`config.mk`:
```
export PLATFORM = sky130hd
export DESIGN_NAME = spi_sck_prescaler
export DESIGN_NICKNAME = d
export VERILOG_FILES = /design/src/rtl/sckdiv_pkg.sv /design/src/rtl/sck_scale_reg.sv /design/src/rtl/sck_half_gen.sv /design/src/rtl/spi_sck_prescaler.sv
export SDC_FILE = /design/constraint.sdc
export NUM_CORES = 1
export LEC_CHECK = 0
export BUFFER_PORTS_ARGS = -buffer_cell sky130_fd_sc_hd__buf_4
export CORE_MARGIN = 5
export CORE_UTILIZATION = 30
export DETAILED_ROUTE_END_ITERATION = 7
export HOLD_SLACK_MARGIN = 0.08
export PLACE_DENSITY = 0.5
export SYNTH_ARGS = -nofsm -noshare
export SYNTH_HDL_FRONTEND = slang
export SYNTH_SLANG_ARGS = --single-unit
```
`constraint.sdc`:
```
create_clock -name clk -period 2.55 [get_ports clk]
set_input_delay 0.51 -clock clk [delete_from_list [all_inputs] [get_ports clk]]
set_output_delay 0.51 -clock clk [all_outputs]
set_load 0.1 [all_outputs]
```
`src/rtl/sckdiv_pkg.sv`:
```
// Shared field layout, configuration type and scale decoder for the
// serial clock prescaler. Assumes a 16-bit scale word.
package sckdiv_pkg;
    localparam int SCALE_W   = 16;
    localparam int PRE_LSB   = 8;
    localparam int PRE_W     = 5;
    localparam int POW_W     = 3;
    localparam int POW_K_MAX = 4;
    localparam int POW_CNT_W = POW_K_MAX;
    localparam logic [POW_W-1:0] CODE_BYPASS = 3'd7;

    typedef struct packed {
        logic             byp;     // pass parent clock through
        logic [PRE_W-1:0] pre_m1;  // prescale factor minus one
        logic [POW_W-1:0] pow_k;   // half-period power: 2^pow_k ticks
    } div_cfg_t;

    // Turn a raw scale word into the divider configuration.
    function automatic div_cfg_t decode_scale(input logic [SCALE_W-1:0] s);
        div_cfg_t c;
        logic [POW_W-1:0] lo;
        lo       = s[POW_W-1:0];
        c.pre_m1 = s[PRE_LSB +: PRE_W];
        c.byp    = (lo == CODE_BYPASS) && (c.pre_m1 == '0);
        c.pow_k  = (lo <= POW_W'(POW_K_MAX)) ? lo : POW_W'(POW_K_MAX);
        return c;
    endfunction
endpackage

```
`src/rtl/sck_scale_reg.sv`:
```
// One direction's scale register, plus the active configuration taken
// from it. Assumes the active copy may be refreshed whenever run is low.
module sck_scale_reg
    import sckdiv_pkg::*;
(
    input  logic               clk,
    input  logic               rst_n,
    input  logic               run,
    input  logic               we,
    input  logic [SCALE_W-1:0] wdata,
    output div_cfg_t           cfg_o
);
    logic [SCALE_W-1:0] scale_q;
    div_cfg_t           cfg_q;

    // Hold the written scale word.
    always_ff @(posedge clk) begin
        if (!rst_n)  scale_q <= '0;
        else if (we) scale_q <= wdata;
    end

    // Copy the decoded word into the divider only while stopped.
    always_ff @(posedge clk) begin
        if (!rst_n)    cfg_q <= decode_scale('0);
        else if (!run) cfg_q <= decode_scale(scale_q);
    end

    assign cfg_o = cfg_q;

    // the active divisor is frozen while running
    a_r8_cfg_frozen: assert property (@(posedge clk) disable iff (!rst_n)
        (run && $past(run)) |-> $stable(cfg_q));
endmodule

```
`src/rtl/sck_half_gen.sv`:
```
// Two-stage divider for one direction. The first stage prescales by
// (pre_m1+1). The second stage counts 2^pow_k prescaler ticks for each
// half period, then toggles the clock phase. Assumes cpol is steady while
// run is high. The counters clear while run is low.
module sck_half_gen
    import sckdiv_pkg::*;
(
    input  logic     clk,
    input  logic     rst_n,
    input  logic     run,
    input  logic     cpol,
    input  div_cfg_t cfg_i,
    output logic     sck_o,
    output logic     rise_o,
    output logic     fall_o
);
    logic [PRE_W-1:0]     pre_cnt;
    logic [POW_CNT_W-1:0] pow_cnt;
    logic [POW_CNT_W-1:0] pow_lim;
    logic                 tick, wrap;
    logic                 ph, run_r, rise_q, fall_q;

    // Terminal counts for the two stages.
    always_comb begin
        pow_lim = POW_CNT_W'((32'd1 << cfg_i.pow_k) - 32'd1);
        tick    = (pre_cnt == cfg_i.pre_m1);
        wrap    = tick && (pow_cnt == pow_lim);
    end

    // Counters, phase and edge strobes, all cleared when stopped.
    always_ff @(posedge clk) begin
        if (!rst_n || !run) begin
            pre_cnt <= '0;
            pow_cnt <= '0;
            ph      <= 1'b0;
            run_r   <= 1'b0;
            rise_q  <= 1'b0;
            fall_q  <= 1'b0;
        end else begin
            run_r <= 1'b1;
            if (cfg_i.byp) begin
                rise_q <= 1'b1;
                fall_q <= 1'b1;
            end else begin
                pre_cnt <= tick ? '0 : pre_cnt + 1'b1;
                if (tick) pow_cnt <= wrap ? '0 : pow_cnt + 1'b1;
                if (wrap) ph <= ~ph;
                rise_q <= wrap && (ph == cpol);
                fall_q <= wrap && (ph != cpol);
            end
        end
    end

    // Output level: idle, pass-through, or divided phase.
    always_comb begin
        if (!run_r)         sck_o = cpol;
        else if (cfg_i.byp) sck_o = clk ^ cpol;
        else                sck_o = ph ^ cpol;
    end

    assign rise_o = rise_q;
    assign fall_o = fall_q;

    // stopping clears the strobes and the run state
    a_r5_quiet_stop: assert property (@(posedge clk) disable iff (!rst_n)
        !run |=> (!rise_q && !fall_q && !run_r));
    // a rise strobe comes with a high divided clock
    a_r7_rise_level: assert property (@(posedge clk) disable iff (!rst_n)
        (rise_q && !cfg_i.byp) |-> (ph ^ cpol));
    // the two strobes never coincide outside pass-through
    a_r7_one_edge: assert property (@(posedge clk) disable iff (!rst_n)
        !cfg_i.byp |-> !(rise_q && fall_q));
    // the power-of-two stage stays within its half-period count
    a_r2_pow_bound: assert property (@(posedge clk) disable iff (!rst_n)
        (run_r && !cfg_i.byp) |-> (pow_cnt <= pow_lim));
    // pass-through keeps both strobes high while running
    a_r3_bypass_strobes: assert property (@(posedge clk) disable iff (!rst_n)
        (cfg_i.byp && run_r) |-> (rise_q && fall_q));
endmodule

```
`src/rtl/spi_sck_prescaler.sv`:
```
// Top level: one scale register and one two-stage divider for each
// direction (index 0 transmit, 1 receive), with shared run and polarity.
module spi_sck_prescaler
    import sckdiv_pkg::*;
(
    input  logic               clk,
    input  logic               rst_n,
    input  logic               run,
    input  logic               cpol,
    input  logic               tx_scale_we,
    input  logic               rx_scale_we,
    input  logic [SCALE_W-1:0] scale_wdata,
    output logic               tx_sck,
    output logic               tx_rise,
    output logic               tx_fall,
    output logic               rx_sck,
    output logic               rx_rise,
    output logic               rx_fall
);
    localparam int NUM_DIR = 2;

    logic [NUM_DIR-1:0] we_v, sck_v, rise_v, fall_v;
    div_cfg_t           cfg_v [NUM_DIR];

    assign we_v = {rx_scale_we, tx_scale_we};

    for (genvar d = 0; d < NUM_DIR; d++) begin : g_dir
        sck_scale_reg u_reg (
            .clk   (clk),
            .rst_n (rst_n),
            .run   (run),
            .we    (we_v[d]),
            .wdata (scale_wdata),
            .cfg_o (cfg_v[d])
        );
        sck_half_gen u_gen (
            .clk    (clk),
            .rst_n  (rst_n),
            .run    (run),
            .cpol   (cpol),
            .cfg_i  (cfg_v[d]),
            .sck_o  (sck_v[d]),
            .rise_o (rise_v[d]),
            .fall_o (fall_v[d])
        );
    end

    assign tx_sck  = sck_v[0];
    assign tx_rise = rise_v[0];
    assign tx_fall = fall_v[0];
    assign rx_sck  = sck_v[1];
    assign rx_rise = rise_v[1];
    assign rx_fall = fall_v[1];
endmodule

```
# Word level (Yosys, flattened, before mapping)
# Cells that the tools add are included.
# word_totals
reg_bits,69
inputBits,22
# op_classes
addsub,6
order_cmp,2
n_eq_ne,10
shifts,2
muxes,15
bitwise,7
reduce_logical,17
# op_table
op,count
"5-bit by 1-bit adder with 5-bit output, second input constant",2
5-bit equality test,2
5-bit logical NOT,2
5-bit 2-to-1 mux,2
1-bit 2-to-1 mux,9
"4-bit by 1-bit adder with 4-bit output, second input constant",2
4-bit equality test,2
1-bit logical AND,8
4-bit 2-to-1 mux,2
2-bit AND reduction,4
"1-bit by 3-bit << shifter with 4-bit output, first input constant",2
"4-bit by 1-bit subtractor with 4-bit output, second input constant",2
"3-bit equality test, second input constant",2
"3-bit <= comparator, second input constant",2
3-bit 2-to-1 mux,2
1-bit inverter,4
1-bit bitwise XOR,3
1-bit equality test,2
1-bit logical NOT,2
1-bit != test,2
1-bit logical OR,1

# Depth between registers and ports, before layout
# logic_depth
depth_word,6
mapped_depth,8
ltp_nobuf,8

# By module
# From an unflattened synthesis, not the netlist that was laid out.
# unflattened
cells_unflattened,274
area_unflattened_um2,2745.1
# by_module_without_submodules
module,instances,cells_per_inst,area_each_um2
sck_half_gen,2,79,718.2
sck_scale_reg,2,58,654.4

==> reports/summary.md <==
The largest net degree at the start of global routing was 36. The via count normalized by instance count came out at 4.68. Ranked by instance count, the synthesized netlist is headed by sky130_fd_sc_hd__dfxtp_1, sky130_fd_sc_hd__nor2b_1, sky130_fd_sc_hd__mux2i_1, sky130_fd_sc_hd__xnor2_1, sky130_fd_sc_hd__nand2_1. The hold path depth is 3, and the post-cts hold buffer count is 0.

For the clock tree skew after final layout, the log shows 0.00457 ns. The actual slew at the worst max-slew pin was 0.425 ns. For the post-layout worst setup margin, the log shows -0.0991 ns. From left edge to right edge, the die measures 105 um. The total overflow left after global routing is 0. The port buffer count was 19; the post-synthesis cell type count was 36.

Starting density of the core: 0.310. The tools report the post-route setup TNS as -0.197 ns. The detailed-route wire length per cell is 12.9 um.

The detailed-route wire length is 5.42 mm, and the clock latency on the worst-skew pair is 0.44 ns. The region available for standard cell placement spans 8810 um2. The layout-stage area growth over the synthesis result is 21.0%. The count of flip-flops with a built-in enable after synthesis works out to 0. The worst setup path is captured at a primary output. After synthesis the netlist holds a flip-flop and latch count of 59. The relative slew slack is 0.710, and the placement row count is 34. Synthesis produced a netlist with a net count of 309.

Each instance of the synthesized netlist takes up on average 9.73 um2. The run finished, with violations left. The fraction of registers with async set or reset after synthesis is 0, and the leakage dissipation is 1.34 nW.

Counting the fill cells in the layout gives 903. After legalization and detailed placement, the total HPWL measured 3.74 mm. For the number of antenna violations at the first check in global routing, the log shows 0.

Startpoint type of the worst setup path: a clock port. The critical path start-end classification is clk2out. The worst-case IR drop observed on VDD is 303 uV. For this run, the slowest stage of the critical path takes 0.26 ns. The fraction of layout instances using a drive strength above 1 was 0.170; the via count of the first global-routing pass was 1932. The proportion of netlist area held by the largest area contributor is 0.432. At the worst endpoint, the required time is 2.04 ns. The CTS clock-pin slew for the worst setup and hold paths was 0.06 ns; the number of max-capacitance violations reported was 0. Traced cell by cell, the critical path runs through buf_8 > buf_8 > mux2_4 > nand2_4 > xnor2_4 > buf_12. The final design area excluding fillers is 3310 um2.

The largest fanout on the critical path is 2, and the power density of the placed cells is 700 nW/um2. The most common cell in the synthesized netlist is sky130_fd_sc_hd__dfxtp_1. The pre-antenna-repair detailed-routing pass consisted of 4 iterations. The number of buffer and inverter stages on the critical path is 3. The portion of the post-synthesis area used by sequential elements came out at 0.432. The placed instances occupy a cell area of 3020 um2. The run gives 281 as the synthesized instance count. The most numerous cell type found on the critical path is sky130_fd_sc_hd__buf_8.

The tools report the full die area as 11100 um2. The tools report the antenna violation net count after detailed routing as 0. The DRC violation total after the first TritonRoute iteration was 46. The overall routing resource usage was 0.106; the via count was 1964. The routability congestion estimate was 0.690. The checks that failed: negative setup slack. TritonCTS built the clock tree. The signal arrival time at the worst endpoint is 2.14 ns. The cell family contributing the most delay on the critical path is buffers and inverters.

On the critical path, the stage with the largest delay is an instance of sky130_fd_sc_hd__mux2_4. For this design the top-level I/O count stands at 28. Final count of pins violating max slew: 0.

Setup violations remaining at the end of the flow were counted as 2. The number of warning messages in the yosys log was 0. Setup repair after global routing could not meet its margin everywhere. After layout, the design draws a total of 2.31 mW. The final layout net count is 336. For the worst flop-to-flop path, the logic depth is 7.

Dominant cell type by area after synthesis: sky130_fd_sc_hd__dfxtp_1. The logic depth of the worst setup path including buffers is 6, and the antenna diode count is 0. By area the synthesized netlist is led by sky130_fd_sc_hd__dfxtp_1, sky130_fd_sc_hd__mux2i_1, sky130_fd_sc_hd__nor2b_1, sky130_fd_sc_hd__xnor2_1, sky130_fd_sc_hd__xor2_1. The first-pass GRT wire length came out at 9.18 mm. Type of the tightest min-delay check: in2reg.

The die is 105 um tall. The flip-flop cell with the highest count after synthesis is sky130_fd_sc_hd__dfxtp_1. The DRC violation count after routing came out at 0.

The tools report the final number of hold-violating endpoints as 0. The mapped netlist covers 2730 um2.
final timing paths:
path / from / end / slack, ns
worst min register to register: g_dir[1].u_gen.pow_cnt[1] / g_dir[1].u_gen.pow_cnt[1] / 0.52
worst min-delay path: scale_wdata[9] / g_dir[1].u_reg.scale_q[9] / 0.34
worst max-delay path: clk / rx_sck / -0.1
worst max register to register: g_dir[0].u_reg.cfg_o[0] / g_dir[0].u_gen.ph / 0.16
tightest hold or removal path: stages:
cell and delay, ns:
sky130_fd_sc_hd__buf_4 0.09, sky130_fd_sc_hd__mux2i_1 0.06, sky130_fd_sc_hd__nor2b_1 0.09
sequential cells by signal, summed over array words and instances, names as in the netlist:
signal and flops:
g_dir.u_gen.rise_o 2, g_dir.u_gen.pow_cnt 8, g_dir.u_gen.fall_o 2, g_dir.u_reg.cfg_o 18, g_dir.u_gen.ph 2, g_dir.u_gen.pre_cnt 10, g_dir.u_reg.scale_q 16, g_dir.u_gen.run_r 1
layout make-up:
class                           count  area, um2  area share
Tap cell                          108        135      0.0409
Clock inverter                      2       10.0     0.00303
Inverter                            2       7.51     0.00227
Multi-Input combinational cell    208       1540       0.466
Timing Repair Buffer               22        165      0.0499
Sequential cell                    59       1180       0.357
Clock buffer                       19        268      0.0810
power breakdown:
group | total [mW] | switching, mW | leakage [nW] | internal, mW
sequential | 0.998 | 0.0373 | 0.481 | 0.961
combinational | 0.289 | 0.162 | 0.658 | 0.128
clock | 1.03 | 0.422 | 0.201 | 0.603
total | 2.31 | 0.621 | 1.34 | 1.69
kinds of logic after synthesis:
kind of cell | synth area share
muxes | 0.114
and+or+nand+nor | 0.242
buffers and inverters | 0.0265
DFF | 0.432
adders and majority gates | 0.0275
AOI/OAI and AO/OA | 0.0549
xor gates and xnor gates | 0.103
cells in the final DEF, fill, tap and decap left out, types with 3 or more instances in the layout:
| cell | n |
|---|---|
| sky130_fd_sc_hd__buf_4 | 22 |
| sky130_fd_sc_hd__or4_1 | 4 |
| sky130_fd_sc_hd__or3_1 | 4 |
| sky130_fd_sc_hd__clkbuf_8 | 13 |
| sky130_fd_sc_hd__nand2_1 | 15 |
| sky130_fd_sc_hd__nor3b_1 | 6 |
| sky130_fd_sc_hd__nand4b_1 | 5 |
| sky130_fd_sc_hd__xor2_1 | 13 |
| sky130_fd_sc_hd__xnor2_1 | 17 |
| sky130_fd_sc_hd__a21oi_1 | 14 |
| sky130_fd_sc_hd__nor2b_1 | 37 |
| sky130_fd_sc_hd__dfxtp_1 | 59 |
| sky130_fd_sc_hd__o21ai_0 | 4 |
| sky130_fd_sc_hd__nor2_1 | 8 |
| sky130_fd_sc_hd__nand3_1 | 7 |
| sky130_fd_sc_hd__nor4_1 | 3 |
| sky130_fd_sc_hd__mux2i_1 | 29 |
| sky130_fd_sc_hd__buf_8 | 3 |
| sky130_fd_sc_hd__nor3_1 | 12 |
| sky130_fd_sc_hd__ha_1 | 6 |
metal layers:
layer	part of all wire	global-route usage	up-vias
met1	0.52	0.137	888
met3	0.050	0.0532	9
li1	-	-	1029
met4	0.015	0.0553	0
met2	0.41	0.143	38
met5	0	0	-
timing repair:
item,in CTS,in global routing
gates resized for setup,12,4
setup buffers,0,0
endpoints found under the setup margin,2,5
pin swaps,2,2
stage by stage:
stage / hold WS (ns) / utilization / setup WS, ns / instances
finish: 0.343 / 0.376 / -0.0991 / 420
global route: 0.328 / 0.376 / -0.129 / 420
CTS: 0.330 / 0.375 / -0.135 / 420
detailed placement: 0.507 / 0.343 / -0.0370 / 401
global placement: 0.504 / 0.343 / -0.0370 / 401
floorplan: 0.473 / - / 0.0632 / 281
Power figures use the tool's default switching activity.
